File: config.mk
export PLATFORM = sky130hd
export DESIGN_NAME = ecc4_fix_seq
export DESIGN_NICKNAME = d
export VERILOG_FILES = /design/src/rtl/ecc4_fix_pkg.sv /design/src/rtl/ecc4_chk_bank.sv /design/src/rtl/ecc4_search_model.sv /design/src/rtl/ecc4_entry_apply.sv /design/src/rtl/ecc4_fix_seq.sv
export SDC_FILE = /design/constraint.sdc
export NUM_CORES = 1
export LEC_CHECK = 0
export ABC_CLOCK_PERIOD_IN_PS = 6900
export BUFFER_PORTS_ARGS = -buffer_cell sky130_fd_sc_hd__buf_2
export CAP_MARGIN = 5
export CELL_PAD_IN_SITES_DETAIL_PLACEMENT = 1
export CELL_PAD_IN_SITES_GLOBAL_PLACEMENT = 2
export CORE_ASPECT_RATIO = 1.25
export CORE_MARGIN = 8
export CORE_UTILIZATION = 36
export DETAILED_ROUTE_END_ITERATION = 12
export PLACE_DENSITY = 0.95
export SLEW_MARGIN = 40
export SYNTH_ARGS = -nofsm -noshare
export SYNTH_HDL_FRONTEND = slang
export SYNTH_HIERARCHICAL = 1
export SYNTH_SLANG_ARGS = --single-unit
File: constraint.sdc
create_clock -name clk -period 6.9 [get_ports clk]
set_input_delay 1.035 -clock clk [delete_from_list [all_inputs] [get_ports clk]]
set_output_delay 1.035 -clock clk [all_outputs]
set_load 0.01 [all_outputs]
File: src/rtl/ecc4_fix_pkg.sv
package ecc4_fix_pkg;

    // Fixed layout of the location/value registers
    localparam int RAW_W  = 10;
    localparam int HALF_W = 16;
    localparam int WORD_W = 32;
    localparam int BYTE_W = 8;
    localparam int CODE_W = 4;

    localparam logic [CODE_W-1:0] CODE_CLEAN   = 4'd0;
    localparam logic [CODE_W-1:0] CODE_UNCORR  = 4'd1;
    localparam logic [CODE_W-1:0] CODE_APPLY   = 4'd2;
    localparam logic [CODE_W-1:0] CODE_SETTLED = 4'd3;
    localparam logic [CODE_W-1:0] CODE_WORK    = 4'd4;

    typedef enum logic [2:0] {
        ST_IDLE,
        ST_DECIDE,
        ST_SEARCH,
        ST_UNCORR,
        ST_APPLY,
        ST_FIXED,
        ST_CLEAN
    } seq_st_e;

    typedef struct packed {
        logic [RAW_W-1:0]  raw;
        logic [BYTE_W-1:0] val;
    } err_ent_t;

    // Entry select: bit 1 picks the pair, bit 0 picks the half
    function automatic err_ent_t pick_entry(
        input logic [1:0]        idx,
        input logic [WORD_W-1:0] a0,
        input logic [WORD_W-1:0] a1,
        input logic [WORD_W-1:0] v0,
        input logic [WORD_W-1:0] v1
    );
        err_ent_t e;
        logic [WORD_W-1:0] aw;
        logic [WORD_W-1:0] vw;
        aw = idx[1] ? a1 : a0;
        vw = idx[1] ? v1 : v0;
        e.raw = idx[0] ? aw[HALF_W +: RAW_W]  : aw[0 +: RAW_W];
        e.val = idx[0] ? vw[HALF_W +: BYTE_W] : vw[0 +: BYTE_W];
        return e;
    endfunction

endpackage

File: src/rtl/ecc4_chk_bank.sv
module ecc4_chk_bank
    import ecc4_fix_pkg::*;
#(
    parameter int N_CHK = 8,
    parameter int CHK_W = RAW_W
) (
    input  logic                   clk,
    input  logic                   rst,
    input  logic                   ld_en,
    input  logic [CHK_W-1:0]       ld_val,
    input  logic [N_CHK*CHK_W-1:0] calc,
    output logic                   first_slot,
    output logic                   syn_zero
);
    localparam int PTR_W  = $clog2(N_CHK);
    localparam int N_WORD = N_CHK / 2;
    localparam logic [PTR_W-1:0] TOP = PTR_W'(N_CHK - 1);

    logic [CHK_W-1:0] exp_q [N_CHK];
    logic [PTR_W-1:0] ptr_q;
    logic [N_WORD-1:0][WORD_W-1:0] syn_w;

    always_ff @(posedge clk) begin
        if (rst) begin
            ptr_q <= TOP;
            for (int k = 0; k < N_CHK; k++) exp_q[k] <= '0;
        end else if (ld_en) begin
            exp_q[ptr_q] <= ld_val;
            ptr_q <= (ptr_q == '0) ? TOP : ptr_q - PTR_W'(1);
        end
    end

    generate
        for (genvar w = 0; w < N_WORD; w++) begin : g_word
            logic [CHK_W-1:0] lo;
            logic [CHK_W-1:0] hi;
            assign lo = exp_q[2*w]   ^ calc[(2*w)*CHK_W   +: CHK_W];
            assign hi = exp_q[2*w+1] ^ calc[(2*w+1)*CHK_W +: CHK_W];
            assign syn_w[w] = {{(WORD_W-HALF_W-CHK_W){1'b0}}, hi,
                               {(HALF_W-CHK_W){1'b0}}, lo};
        end
    endgenerate

    assign syn_zero   = ~|syn_w;
    assign first_slot = (ptr_q == TOP);

    // pointer wraps from slot 0 back to the top slot
    a_r1_ptr_wrap: assert property (@(posedge clk) disable iff (rst)
        (ld_en && ptr_q == '0) |=> (ptr_q == TOP));
    // pointer steps down by one per accepted load
    a_r1_ptr_step: assert property (@(posedge clk) disable iff (rst)
        (ld_en && ptr_q != '0) |=> (ptr_q == $past(ptr_q) - PTR_W'(1)));
    // without a load the pointer holds
    a_r1_ptr_hold: assert property (@(posedge clk) disable iff (rst)
        !ld_en |=> $stable(ptr_q));

endmodule

File: src/rtl/ecc4_search_model.sv
module ecc4_search_model
    import ecc4_fix_pkg::*;
#(
    parameter int LAT = 6
) (
    input  logic              clk,
    input  logic              rst,
    input  logic              go,
    output logic              busy,
    output logic              fin,
    output logic [CODE_W-1:0] phase
);
    localparam int CNT_W = (LAT > 4) ? $clog2(LAT) : 2;
    localparam logic [CNT_W-1:0] LAST = CNT_W'(LAT - 1);

    logic             busy_q;
    logic [CNT_W-1:0] cnt_q;

    always_ff @(posedge clk) begin
        if (rst) begin
            busy_q <= 1'b0;
            cnt_q  <= '0;
        end else if (go) begin
            busy_q <= 1'b1;
            cnt_q  <= '0;
        end else if (busy_q) begin
            if (cnt_q == LAST) begin
                busy_q <= 1'b0;
                cnt_q  <= '0;
            end else begin
                cnt_q <= cnt_q + CNT_W'(1);
            end
        end
    end

    assign busy  = busy_q;
    assign fin   = busy_q && (cnt_q == LAST);
    assign phase = CODE_WORK + {2'b00, cnt_q[1:0]};

    // the search ends after its final cycle
    a_r4_fin_ends: assert property (@(posedge clk) disable iff (rst)
        (fin && !go) |=> !busy_q);
    // the visible code changes every cycle while working
    a_r4_code_steps: assert property (@(posedge clk) disable iff (rst)
        (busy_q && !fin) |=> (busy_q && phase != $past(phase)));

endmodule

File: src/rtl/ecc4_entry_apply.sv
module ecc4_entry_apply
    import ecc4_fix_pkg::*;
#(
    parameter int CHUNK_BYTES = 512,
    parameter int OFF_BASE    = 519,
    parameter int ADDR_W      = 9
) (
    input  logic              active,
    input  logic [1:0]        idx,
    input  logic [WORD_W-1:0] a0,
    input  logic [WORD_W-1:0] a1,
    input  logic [WORD_W-1:0] v0,
    input  logic [WORD_W-1:0] v1,
    output logic              hit,
    output logic [ADDR_W-1:0] addr,
    output logic [BYTE_W-1:0] mask
);
    err_ent_t ent;
    int       off;

    always_comb begin
        ent  = pick_entry(idx, a0, a1, v0, v1);
        off  = OFF_BASE - int'(ent.raw);
        hit  = active && (off >= 0) && (off < CHUNK_BYTES);
        addr = hit ? ADDR_W'(off) : '0;
        mask = hit ? ent.val : '0;
    end

endmodule

File: src/rtl/ecc4_fix_seq.sv
module ecc4_fix_seq
    import ecc4_fix_pkg::*;
#(
    parameter int CHUNK_BYTES = 512,
    parameter int N_CHK       = 8,
    parameter int CHK_W       = 10,
    parameter int SRCH_LAT    = 6
) (
    input  logic                           clk,
    input  logic                           rst,
    input  logic                           ld_valid,
    input  logic [CHK_W-1:0]               ld_chk,
    input  logic [N_CHK*CHK_W-1:0]         calc_chk,
    input  logic                           start,
    input  logic                           loc_uncorr,
    input  logic [1:0]                     loc_cnt_fld,
    input  logic [31:0]                    loc_addr_a,
    input  logic [31:0]                    loc_addr_b,
    input  logic [31:0]                    loc_val_a,
    input  logic [31:0]                    loc_val_b,
    output logic [3:0]                     st_code,
    output logic [1:0]                     err_fld,
    output logic [2:0]                     fix_cnt,
    output logic                           done,
    output logic                           buf_we,
    output logic [$clog2(CHUNK_BYTES)-1:0] buf_addr,
    output logic [7:0]                     buf_mask
);
    localparam int OFF_BASE = CHUNK_BYTES + 7;
    localparam int ADDR_W   = $clog2(CHUNK_BYTES);

    seq_st_e st_q;
    logic [1:0]        idx_q;
    logic [2:0]        fix_q;
    logic [1:0]        fld_q;
    logic              cap_unc_q;
    logic [1:0]        cap_fld_q;
    logic [WORD_W-1:0] cap_a0_q, cap_a1_q, cap_v0_q, cap_v1_q;

    logic              busy, ld_en, first_slot, syn_zero;
    logic              go, srch_busy, srch_fin;
    logic [CODE_W-1:0] srch_phase;
    logic              hit;

    assign busy  = (st_q == ST_DECIDE) || (st_q == ST_SEARCH) || (st_q == ST_APPLY);
    assign ld_en = ld_valid && !busy;
    assign go    = (st_q == ST_DECIDE) && !syn_zero;

    ecc4_chk_bank #(.N_CHK(N_CHK), .CHK_W(CHK_W)) u_bank (
        .clk(clk), .rst(rst), .ld_en(ld_en), .ld_val(ld_chk),
        .calc(calc_chk), .first_slot(first_slot), .syn_zero(syn_zero)
    );

    ecc4_search_model #(.LAT(SRCH_LAT)) u_search (
        .clk(clk), .rst(rst), .go(go),
        .busy(srch_busy), .fin(srch_fin), .phase(srch_phase)
    );

    ecc4_entry_apply #(.CHUNK_BYTES(CHUNK_BYTES), .OFF_BASE(OFF_BASE), .ADDR_W(ADDR_W)) u_apply (
        .active(st_q == ST_APPLY), .idx(idx_q),
        .a0(cap_a0_q), .a1(cap_a1_q), .v0(cap_v0_q), .v1(cap_v1_q),
        .hit(hit), .addr(buf_addr), .mask(buf_mask)
    );

    always_ff @(posedge clk) begin
        if (rst) begin
            st_q      <= ST_IDLE;
            idx_q     <= '0;
            fix_q     <= '0;
            fld_q     <= '0;
            cap_unc_q <= 1'b0;
            cap_fld_q <= '0;
            cap_a0_q  <= '0;
            cap_a1_q  <= '0;
            cap_v0_q  <= '0;
            cap_v1_q  <= '0;
        end else begin
            case (st_q)
                ST_DECIDE: st_q <= syn_zero ? ST_CLEAN : ST_SEARCH;
                ST_SEARCH: begin
                    if (srch_fin) begin
                        if (cap_unc_q) begin
                            st_q <= ST_UNCORR;
                        end else begin
                            st_q  <= ST_APPLY;
                            idx_q <= '0;
                            fld_q <= cap_fld_q;
                        end
                    end
                end
                ST_APPLY: begin
                    if (hit) fix_q <= fix_q + 3'd1;
                    if (idx_q == cap_fld_q) st_q <= ST_FIXED;
                    else idx_q <= idx_q + 2'd1;
                end
                default: begin
                    if (start) begin
                        st_q      <= ST_DECIDE;
                        fix_q     <= '0;
                        fld_q     <= '0;
                        cap_unc_q <= loc_uncorr;
                        cap_fld_q <= loc_cnt_fld;
                        cap_a0_q  <= loc_addr_a;
                        cap_a1_q  <= loc_addr_b;
                        cap_v0_q  <= loc_val_a;
                        cap_v1_q  <= loc_val_b;
                    end else if (ld_valid && first_slot) begin
                        st_q  <= ST_IDLE;
                        fix_q <= '0;
                        fld_q <= '0;
                    end
                end
            endcase
        end
    end

    always_comb begin
        case (st_q)
            ST_DECIDE: st_code = CODE_SETTLED;
            ST_SEARCH: st_code = srch_phase;
            ST_UNCORR: st_code = CODE_UNCORR;
            ST_APPLY:  st_code = CODE_APPLY;
            ST_FIXED:  st_code = CODE_SETTLED;
            default:   st_code = CODE_CLEAN;
        endcase
    end

    assign done    = (st_q == ST_UNCORR) || (st_q == ST_FIXED) || (st_q == ST_CLEAN);
    assign fix_cnt = fix_q;
    assign err_fld = fld_q;
    assign buf_we  = hit;

    // transient code right after an accepted start
    a_r3_start_shows_three: assert property (@(posedge clk) disable iff (rst)
        (start && !busy) |=> (st_code == CODE_SETTLED && !done));
    // a settled result never shows a working code
    a_r9_done_settled: assert property (@(posedge clk) disable iff (rst)
        done |-> (st_code < CODE_WORK));
    // buffer writes only while applying entries
    a_r7_write_while_applying: assert property (@(posedge clk) disable iff (rst)
        buf_we |-> (st_code == CODE_APPLY));
    // start during the search does not disturb it
    a_r11_start_ignored: assert property (@(posedge clk) disable iff (rst)
        (st_q == ST_SEARCH && srch_busy && !srch_fin && start) |=> (st_q == ST_SEARCH));
    // first load of a new chunk clears the results
    a_r10_clear: assert property (@(posedge clk) disable iff (rst)
        (ld_valid && !busy && first_slot && !start) |=> (!done && fix_cnt == 3'd0 && err_fld == 2'd0));
    // uncorrectable outcome reports nothing corrected
    a_r5_uncorr_no_fix: assert property (@(posedge clk) disable iff (rst)
        (st_code == CODE_UNCORR) |-> (fix_cnt == 3'd0 && !buf_we));

endmodule

==> impl_metrics.tcl <==
set metrics [dict create \
    crit_required_ns 5.86 \
    grt_max_degree 98 \
    dr.pass1.iters 4 \
    path_cells "buf_4 > mux4_1 > inv_1 > ha_1 > nand2_1 > a2bb2oi_1 > or4_1 > a21boi_0 > buf_2" \
    critPathMaxFanout 24 \
    place_ws_ns 2.487 \
    cts_buffers 17 \
    cts_resized 0 \
    grt_antenna_before_repair 3 \
    hold_depth 2 \
    vias 6530 \
    grt_usage_pct 17.08 \
    worstSkewPairLatency_ns 0.44 \
    drc 0 \
    cts_tree "built" \
    ir_drop_mv 0.1902 \
    num_rows 63 \
    hp-start "cap_v0_q[4]" \
    viasPerCell 4.891 \
    cts.sinks 172 \
    drive_above_1_share_pct 29.44 \
    syn-cell-area_um2 8695 \
    max_freq_ghz 0.2043 \
    reg2reg_slack_ns 3.06 \
    routed_wirelength_mm 25.10 \
    finalHoldViolations 0 \
    leakage_uw 0.004095 \
    h-tree-depth 4 \
    max_stage_delay_ns 0.93 \
    final_area_um2 10250 \
    post_cts_buffers 0 \
    holdCritPathClass "flip-flop to flip-flop" \
    io_pins 253 \
    finalSetupTns_ns 0 \
    start_util_pct 36.65 \
    critPathLaunchType "flip-flop" \
    routedWlPerCell_um 18.80 \
    final_max_slew_viol_count 0 \
    whs_endpoint "cap_v0_q[4]" \
    ctsHoldBuffers 0 \
    clock_power_share_pct 30.4 \
    status "completed" \
    drv_cap 0 \
    die_x_um 155 \
    layout_min_cycle_time_ns 4.895 \
    grt_pass1_vias 7193 \
    cts_root_buf "clkbuf_16" \
    syn_nets 1077 \
    fill_cells 2700 \
    tightestPinTransition_ns 0.7900 \
    num-nets-final 1226 \
    clockBufferDepth 2 \
    gp_congestion 0.8177 \
    netSwitchingPower_uw 1130 \
    place_area_um2 9649 \
    final_core_util_pct 43.20 \
    reg2regPathDepth 11 \
    cellPowerDensity_nw_per_um2 309.3 \
    yosysWarnings 6 \
    avgSynthCellArea_um2 10.27 \
    area.growth.synth_to_final_pct 17.89 \
    slowest_stage "or4_1" \
    slew_headroom_pct 47.33 \
    synthCells 847 \
    post-dp-hpwl_mm 18.40 \
    power.share.switching_pct 35.63 \
    setup_viol 0 \
    pwr-share-comb_pct 27.4 \
    clkTransAtPathRegs_ns 0.08 \
    fin_skew_ns 0.01127 \
    worstReg2RegStart "idx_q[1]" \
    crit_arrival_ns 3.86 \
    min_period_over_period_pct 70.94 \
    die_area_um2 29410 \
    grt_pass1_wl_mm 39.36 \
    power_frac_seq_pct 42.2 \
    internal-power_uw 2041 \
    critPathKind "flip-flop to primary output" \
    die-height_um 189.8 \
    reg2reg_to "fix_cnt[0]" \
    portBuffers 195 \
    cp-end-kind "primary output" \
    rsz0062_at_grt "no" \
    drt_iter0_drc 227 \
    grt_overflow_total 0 \
    fp.coreArea_um2 23730 \
    antenna_left 0 \
    totalPowerFinal_uw 3171 \
    setup_ws_ns 2.005 \
]
area by class of cell:
type	instances	area, um^2	share of cell area [%]
timing repair buffer	202	1035	10.10
inverter	12	45.04	0.4395
sequential	172	4244	41.41
clock buffer	17	425.4	4.150
clock inverter	15	172.7	1.685
multi-input combinational	591	3919	38.23
tap	325	406.6	3.967
antenna	1	2.502	0.02441
power groups by stage:
| stage | combinational (uW) | clock [uW] | sequential (uW) |
|---|---|---|---|
| after floorplan | 806 | 0 | 1300 |
| after global placement | 845 | 0 | 1350 |
| after detailed placement | 880 | 0 | 1360 |
| after CTS | 886 | 990 | 1340 |
| after global routing | 973 | 1020 | 1360 |
| final | 867 | 964 | 1340 |
registers in the layout, summed over array words and instances (netlist names):
| register | count |
|---|---|
| u_bank/exp_q | 80 |
| idx_q | 2 |
| err_fld | 2 |
| cap_unc_q | 1 |
| u_search/cnt_q | 3 |
| fix_cnt | 3 |
| cap_v1_q | 16 |
| cap_a1_q | 20 |
| u_bank/ptr_q | 3 |
| cap_v0_q | 16 |
| u_search/busy | 1 |
| st_q | 3 |
| cap_a0_q | 20 |
| cap_fld_q | 2 |
layer usage:
layer / routed length, um / vias to the layer above / global-route usage, %
met4: 399 / 4 / 5.249
met3: 1500 / 30 / 4.767
met2: 12810 / 194 / 31.29
met5: 23 / - / 0
li1: - / 3191 / -
met1: 10360 / 3111 / 18.76
cells in the final DEF, fill, tap and decap left out, types with 7 or more instances in the layout:
master and instances:
inv_1 9, a21oi_1 85, nor4_1 13, xor2_1 37, or2_2 9, o21ai_0 7
a21boi_0 7, xnor2_1 49, and2_1 67, mux4_1 9, nand4_1 14, mux4_2 9
nand2_1 163, clkbuf_16 17, nand3_1 11, edfxtp_1 80, dfxtp_1 92, and2_2 14
buf_2 194, buf_4 7, nor2_1 14
worst max-delay path, delay by kind of cell (launching register included):
family	cells	cell delay, ns
DFF	1	0.31
adders and majority gates	1	0.23
muxes	1	0.68
and+or+nand+nor	2	1.01
buffers and inverters	3	0.66
AOI/OAI and AO/OA	2	0.54
stage by stage:
step | hold slack [ns] | cells
floorplan | 0.4315 | 847
global placement | 0.4395 | 1302
detailed placement | 0.4437 | 1302
CTS | 0.4547 | 1334
global route | 0.4686 | 1335
finish | 0.4528 | 1335
how the worst max path moves through the flow:
| stage | startpoint | endpoint | slack (ns) | cells after the start |
|---|---|---|---|---|
| after floorplan | idx_q[1] | buf_mask[2] | 3.26 | 10 |
| after global placement | idx_q[1] | buf_mask[7] | 2.53 | 9 |
| after detailed placement | idx_q[1] | buf_mask[1] | 2.49 | 9 |
| after CTS | idx_q[1] | buf_we | 1.98 | 9 |
| after global routing | idx_q[1] | buf_mask[7] | 1.76 | 9 |
| final | idx_q[1] | buf_addr[4] | 2.00 | 9 |
Power figures use the tool's default switching activity.
